## config.mk

```make
export PLATFORM = sky130hd
export DESIGN_NAME = rot_sched
export DESIGN_NICKNAME = d
export VERILOG_FILES = /design/src/rtl/rot_pkg.sv /design/src/rtl/rot_walker.sv /design/src/rtl/rot_step_ctl.sv /design/src/rtl/rot_step_count.sv /design/src/rtl/rot_sched.sv
export SDC_FILE = /design/constraint.sdc
export NUM_CORES = 1
export LEC_CHECK = 0
export BUFFER_PORTS_ARGS = -buffer_cell sky130_fd_sc_hd__buf_2
export CAP_MARGIN = 20
export CORE_MARGIN = 8
export CORE_UTILIZATION = 50
export CTS_CLUSTER_SIZE = 8
export DETAILED_ROUTE_END_ITERATION = 10
export PLACE_DENSITY_LB_ADDON = 0.1
export SYNTH_ARGS = -nofsm -noshare
export SYNTH_HDL_FRONTEND = slang
export SYNTH_SLANG_ARGS = --single-unit
export TNS_END_PERCENT = 100
```

## constraint.sdc

```tcl
create_clock -name clk -period 3.01 [get_ports clk]
set_clock_uncertainty 0.2 [all_clocks]
set_input_delay 0.1505 -clock clk [delete_from_list [all_inputs] [get_ports clk]]
set_output_delay 0.1505 -clock clk [all_outputs]
set_load 0.01 [all_outputs]
```

## src/rtl/rot_pkg.sv

```systemverilog
package rot_pkg;

  typedef enum logic [2:0] {
    ST_IDLE,
    ST_BOUND,
    ST_REPL,
    ST_XFER,
    ST_OVLP,
    ST_TEST,
    ST_ADV
  } rot_state_e;

endpackage

```

## src/rtl/rot_walker.sv

```systemverilog
module rot_walker #(
  parameter int ROWS = 28,
  parameter int COLS = 42,
  localparam int RW = $clog2(ROWS),
  localparam int CW = $clog2(COLS)
) (
  input  logic          clk,
  input  logic          rst,
  input  logic          adv,
  output logic [RW-1:0] free_row,
  output logic [CW-1:0] free_col,
  output logic [RW-1:0] nbr_row,
  output logic [CW-1:0] nbr_col,
  output logic          dir_back,
  output logic          sweep_end,
  output logic          last_move
);

  localparam logic [RW-1:0] ROW_END = RW'(ROWS - 1);
  localparam logic [CW-1:0] COL_END = CW'(COLS - 1);
  localparam logic [RW-1:0] FAR_ROW = (COLS % 2 == 1) ? RW'(ROWS - 1) : '0;

  // One move along the serpentine from (r,c) in the given direction.
  function automatic logic [RW+CW-1:0] step_of(input logic [RW-1:0] r,
                                               input logic [CW-1:0] c,
                                               input logic back);
    logic          down;
    logic [RW-1:0] nr;
    logic [CW-1:0] nc;
    down = ~(c[0] ^ back);
    nr   = r;
    nc   = c;
    if (down) begin
      if (r != ROW_END) nr = r + 1'b1;
      else              nc = back ? c - 1'b1 : c + 1'b1;
    end else begin
      if (r != '0) nr = r - 1'b1;
      else         nc = back ? c - 1'b1 : c + 1'b1;
    end
    return {nr, nc};
  endfunction

  logic hit_far;
  logic hit_home;
  logic new_back;

  always_comb begin
    hit_far   = !dir_back && (nbr_col == COL_END) && (nbr_row == FAR_ROW);
    hit_home  = dir_back && (nbr_col == '0) && (nbr_row == '0);
    new_back  = dir_back ^ (hit_far | hit_home);
    last_move = hit_home;
  end

  always_ff @(posedge clk) begin
    if (rst) begin
      free_row             <= '0;
      free_col             <= '0;
      dir_back             <= 1'b0;
      sweep_end            <= 1'b0;
      {nbr_row, nbr_col}   <= step_of('0, '0, 1'b0);
    end else begin
      sweep_end <= 1'b0;
      if (adv) begin
        free_row           <= nbr_row;
        free_col           <= nbr_col;
        dir_back           <= new_back;
        sweep_end          <= hit_far | hit_home;
        {nbr_row, nbr_col} <= step_of(nbr_row, nbr_col, new_back);
      end
    end
  end

endmodule

```

## src/rtl/rot_step_ctl.sv

```systemverilog
module rot_step_ctl
  import rot_pkg::*;
#(
  parameter int OVLP_CYC = 1,
  localparam int OW = $clog2(OVLP_CYC + 1)
) (
  input  logic clk,
  input  logic rst,
  input  logic start,
  input  logic pause,
  input  logic loop_en,
  input  logic cell_seq,
  input  logic rep_done,
  input  logic xfer_done,
  input  logic tst_done,
  input  logic last_move,
  output logic rep_cmd,
  output logic xfer_cmd,
  output logic tst_cmd,
  output logic dual_run,
  output logic adv
);

  localparam logic [OW-1:0] OV_LAST = OW'(OVLP_CYC - 1);

  rot_state_e    state;
  logic [OW-1:0] ov_cnt;

  assign adv = (state == ST_ADV);

  always_ff @(posedge clk) begin
    if (rst) begin
      state    <= ST_IDLE;
      rep_cmd  <= 1'b0;
      xfer_cmd <= 1'b0;
      tst_cmd  <= 1'b0;
      dual_run <= 1'b0;
      ov_cnt   <= '0;
    end else begin
      rep_cmd  <= 1'b0;
      xfer_cmd <= 1'b0;
      tst_cmd  <= 1'b0;
      case (state)
        ST_IDLE: if (start) state <= ST_BOUND;
        ST_BOUND: begin
          if (!pause) begin
            rep_cmd <= 1'b1;
            state   <= ST_REPL;
          end
        end
        ST_REPL: begin
          if (rep_done) begin
            if (cell_seq) begin
              xfer_cmd <= 1'b1;
              state    <= ST_XFER;
            end else begin
              dual_run <= 1'b1;
              ov_cnt   <= '0;
              state    <= ST_OVLP;
            end
          end
        end
        ST_XFER: begin
          if (xfer_done) begin
            dual_run <= 1'b1;
            ov_cnt   <= '0;
            state    <= ST_OVLP;
          end
        end
        ST_OVLP: begin
          if (ov_cnt == OV_LAST) begin
            dual_run <= 1'b0;
            tst_cmd  <= 1'b1;
            state    <= ST_TEST;
          end else begin
            ov_cnt <= ov_cnt + 1'b1;
          end
        end
        ST_TEST: if (tst_done) state <= ST_ADV;
        ST_ADV:  state <= (last_move && !loop_en) ? ST_IDLE : ST_BOUND;
        default: state <= ST_IDLE;
      endcase
    end
  end

endmodule

```

## src/rtl/rot_step_count.sv

```systemverilog
module rot_step_count #(
  parameter int CNT_W = 12
) (
  input  logic             clk,
  input  logic             rst,
  input  logic             adv,
  input  logic             last_move,
  output logic [CNT_W-1:0] step_cnt
);

  always_ff @(posedge clk) begin
    if (rst)      step_cnt <= '0;
    else if (adv) step_cnt <= last_move ? '0 : step_cnt + 1'b1;
  end

endmodule

```

## src/rtl/rot_sched.sv

```systemverilog
module rot_sched #(
  parameter int ROWS     = 28,
  parameter int COLS     = 42,
  parameter int OVLP_CYC = 1,
  localparam int RW    = $clog2(ROWS),
  localparam int CW    = $clog2(COLS),
  localparam int CNT_W = $clog2(2 * ROWS * COLS)
) (
  input  logic             clk,
  input  logic             rst,
  input  logic             start,
  input  logic             pause,
  input  logic             loop_en,
  input  logic             cell_seq,
  input  logic             rep_done,
  input  logic             xfer_done,
  input  logic             tst_done,
  output logic             rep_cmd,
  output logic             xfer_cmd,
  output logic             tst_cmd,
  output logic             dual_run,
  output logic [RW-1:0]    free_row,
  output logic [CW-1:0]    free_col,
  output logic [RW-1:0]    nbr_row,
  output logic [CW-1:0]    nbr_col,
  output logic             dir_back,
  output logic             sweep_done,
  output logic [CNT_W-1:0] step_cnt
);

  logic adv;
  logic last_move;

  rot_step_ctl #(.OVLP_CYC(OVLP_CYC)) u_ctl (
    .clk(clk), .rst(rst), .start(start), .pause(pause), .loop_en(loop_en),
    .cell_seq(cell_seq), .rep_done(rep_done), .xfer_done(xfer_done),
    .tst_done(tst_done), .last_move(last_move), .rep_cmd(rep_cmd),
    .xfer_cmd(xfer_cmd), .tst_cmd(tst_cmd), .dual_run(dual_run), .adv(adv)
  );

  rot_walker #(.ROWS(ROWS), .COLS(COLS)) u_walk (
    .clk(clk), .rst(rst), .adv(adv), .free_row(free_row), .free_col(free_col),
    .nbr_row(nbr_row), .nbr_col(nbr_col), .dir_back(dir_back),
    .sweep_end(sweep_done), .last_move(last_move)
  );

  rot_step_count #(.CNT_W(CNT_W)) u_cnt (
    .clk(clk), .rst(rst), .adv(adv), .last_move(last_move), .step_cnt(step_cnt)
  );

endmodule

```

==> results.sh <==
export IMPL_clock_tree_from_tritoncts="done"
export IMPL_grt_overflow_total=0
export IMPL_first_global_vias=1929
export IMPL_worstSetupEndpointType="register"
export IMPL_width_of_the_die_um=83.28
export IMPL_hold_slack_ns=0.1434
export IMPL_maxCapViolCount=0
export IMPL_final_routed_wirelength_across_all_metal_layers_um=5151
export IMPL_cellPowerDensity_mw_per_mm2=436.5
export IMPL_largest_voltage_drop_on_the_vdd_net_mv=0.1996
export IMPL_timing_critical_path_fanout_max=6
export IMPL_yosys_area_top_type_share_pct=38.03
export IMPL_clock_tree_htree_level_count=2
export IMPL_netlist_top_cell_by_area="sky130_fd_sc_hd__dfxtp_1"
export IMPL_wl_met2_um=2463
export IMPL_topRoutingLayerUsed="met4"
export IMPL_clock_path_buffers=2
export IMPL_timing_critical_path_arrival_ns=2.92
export IMPL_grt_first_pass_wirelength_um=8921
export IMPL_fillerInstances=403
export IMPL_numCtsBuffers=5
export IMPL_placementRows=24
export IMPL_period_share_pct=96.29
export IMPL_detail_route_wl_per_cell_um=13.70
export IMPL_final_total_pwr_mw=1.205
export IMPL_route_met3_wl_um=285
export IMPL_largest_net_degree_at_the_start_of_global_routing=34
export IMPL_asyncSetResetFlopFracSynth_pct=0
export IMPL_postRouteAntennaNets=0
export IMPL_min_tclk_post_route_ns=2.898
export IMPL_hp_class="input pin to register"
export IMPL_path_class="register to register"
export IMPL_gp_routability_congestion=0.8413
export IMPL_leakage_nw=1.220
export IMPL_antenna_diode_count=0
export IMPL_dieArea_mm2=0.006936
export IMPL_setup_total_negative_slack_ns=0
export IMPL_seq_area_frac_synth_pct=38.03
export IMPL_setup_viol_count_final=0
export IMPL_layout_cells_most_common_list="sky130_fd_sc_hd__buf_2 (48), sky130_fd_sc_hd__dfxtp_1 (42), sky130_fd_sc_hd__nand2_1 (33), sky130_fd_sc_hd__nor2_1 (25), sky130_fd_sc_hd__a21oi_1 (25)"
export IMPL_drv_slew=0
export IMPL_mostFrequentLayoutCell="sky130_fd_sc_hd__buf_2"
export IMPL_synth_main_ff_cell="sky130_fd_sc_hd__dfxtp_1"
export IMPL_actual_slew_at_the_worst_max_slew_pin_ns=0.6035
export IMPL_first_pass_iteration_count_of_the_detailed_router=4
export IMPL_gr_usage_all_layers_pct=14.98
export IMPL_synthToLayoutAreaGrowth_pct=22.00
export IMPL_crit_path_start_kind="register"
export IMPL_dp_final_hpwl_um=3753
export IMPL_synth_top_cells_by_area="sky130_fd_sc_hd__dfxtp_1 (38%), sky130_fd_sc_hd__a21oi_1 (5.5%), sky130_fd_sc_hd__nand2_1 (5.5%)"
export IMPL_fp_dieH_um=83.28
export IMPL_initial_core_util_pct=51.98
export IMPL_drcViolationCount=0
export IMPL_port_buffers=48
export IMPL_net_total_in_the_final_layout=342
export IMPL_vias=2012
export IMPL_dr_first_iter_drc_count=40
export IMPL_yosys_warnings=0
export IMPL_syn_inst=261
export IMPL_fraction_of_final_layout_cells_sized_beyond_drive_strength_1_pct=26.54
export IMPL_synth_cell_types=53
export IMPL_worst_slew_margin_rel_pct=59.77
export IMPL_syn_area_cell_um2=8.672
export IMPL_clock_latency_ns=0.29
export IMPL_numClockSinks=43
export IMPL_routedLengthMet1_um=2338
export IMPL_clock_fmax_mhz=345.0
export IMPL_syn_num_nets=280
export IMPL_core_area_mm2=0.004354
export IMPL_via_per_inst=5.351
export IMPL_clock_slew_seen_by_the_registers_of_the_worst_setup_and_hold_paths_ns=0.08
export IMPL_postLayoutSetupSlackWorst_ns=0.1116
export IMPL_outcome="completed"
export IMPL_syn_cell_area_mm2=0.002263
export IMPL_synth_edf_count=0
export IMPL_critical_path_required_ns=3.03
export IMPL_flops_latches_synth=43
export IMPL_cts_root_buf="sky130_fd_sc_hd__clkbuf_8"
export IMPL_grt_antenna_before_repair=0
export IMPL_dpl_worst_slack_ns=0.07514
export IMPL_number_of_hold_slack_violations_in_the_final_timing_report=0
export IMPL_design_portCount=49
## sequential cells by signal (all words and copies together), names as in the netlist
name,count
u_cnt.step_cnt,12
u_ctl.dual_run,1
u_ctl.rep_cmd,1
u_ctl.state,3
u_ctl.tst_cmd,1
u_ctl.xfer_cmd,1
u_walk.dir_back,1
u_walk.free_col,6
u_walk.free_row,5
u_walk.nbr_col,6
u_walk.nbr_row,5
u_walk.sweep_end,1
## cell usage after synthesis (3+ instances only)
| master | n |
|---|---|
| sky130_fd_sc_hd__xor2_1 | 8 |
| sky130_fd_sc_hd__a21oi_1 | 25 |
| sky130_fd_sc_hd__ha_1 | 8 |
| sky130_fd_sc_hd__dfxtp_1 | 43 |
| sky130_fd_sc_hd__nand2b_1 | 8 |
| sky130_fd_sc_hd__inv_1 | 10 |
| sky130_fd_sc_hd__clkbuf_1 | 7 |
| sky130_fd_sc_hd__nand3_1 | 5 |
| sky130_fd_sc_hd__xnor2_1 | 10 |
| sky130_fd_sc_hd__nor2_1 | 25 |
| sky130_fd_sc_hd__nand2_1 | 33 |
| sky130_fd_sc_hd__mux2i_1 | 7 |
| sky130_fd_sc_hd__or3_1 | 4 |
| sky130_fd_sc_hd__a211oi_1 | 4 |
| sky130_fd_sc_hd__buf_2 | 3 |
| sky130_fd_sc_hd__nand4_1 | 3 |
| sky130_fd_sc_hd__o21ai_0 | 8 |
## worst paths after layout
| check | startpoint | to | slack (ns) | depth (start not counted) |
|---|---|---|---|---|
| hold / removal | rst | u_walk.nbr_row[3] | 0.14 | 2 |
| setup reg to reg | u_walk.nbr_row[0] | u_walk.nbr_col[5] | 0.11 | 11 |
| hold reg to reg | u_walk.free_col[2] | u_walk.free_col[2] | 0.25 | 2 |
| setup / recovery | u_walk.nbr_row[0] | u_walk.nbr_col[5] | 0.11 | 11 |
## per-stage QoR
step,std cells,area (um2),util (%)
6_report,376,2761,63.42
5_1_grt,376,2761,63.42
4_1_cts,373,2738,62.87
3_5_place_dp,360,2603,59.77
3_3_place_gp,360,2603,59.77
2_1_floorplan,261,2263,-
## worst max-delay path: stages, from the launching register on
cell                       delay, ns
sky130_fd_sc_hd__dfxtp_2        0.37
sky130_fd_sc_hd__nor4_4         0.34
sky130_fd_sc_hd__a41o_1         0.26
sky130_fd_sc_hd__o221ai_4       0.12
sky130_fd_sc_hd__inv_2          0.11
sky130_fd_sc_hd__ha_1           0.24
sky130_fd_sc_hd__a211oi_1       0.23
sky130_fd_sc_hd__o21bai_1       0.10
sky130_fd_sc_hd__a21oi_1        0.22
sky130_fd_sc_hd__xnor2_1        0.10
sky130_fd_sc_hd__or4_1          0.39
sky130_fd_sc_hd__a21oi_1        0.14
## power by group
part | switching (mW) | internal [mW]
Clock | 0.195 | 0.162
Sequential | 0.0508 | 0.597
Combinational | 0.0985 | 0.101
Total | 0.345 | 0.861
## kinds of logic (layout without fill, tap and decap cells)
kind of cell	Yosys count	after routing	share of synthesized area, %
flip-flops	43	43	38.03
multiplexers	8	8	3.593
buffers and inverters	24	87	4.478
AO/OA/AOI/OAI	57	57	16.64
XOR/XNOR	18	18	6.965
adder cells (fa/ha/maj)	10	10	6.192
AND/OR/NAND/NOR	101	101	24.10
## area by class of cell
type,instances,area [um2],area share [%]
well taps,52,65.06,2.356
clock inverters,2,12.51,0.4531
clock buffers,6,72.57,2.628
flip-flops and latches,43,862.1,31.22
inverters,10,37.54,1.359
repair buffers,69,410.4,14.86
multi-input cells,194,1301,47.12
## what timing repair did
action,4_1_cts,5_1_grt
hold buffers,5,0
gates resized for setup,0,3
setup buffers,0,3
setup endpoints to repair,0,2
hold endpoints to repair,4,0
## metal layers
metal,vias up,GRT usage (%)
li1,1037,-
met1,930,17.38
met2,38,25.46
met3,7,4.297
met4,0,5.272
met5,-,0
(Power assumes the default switching activity.)
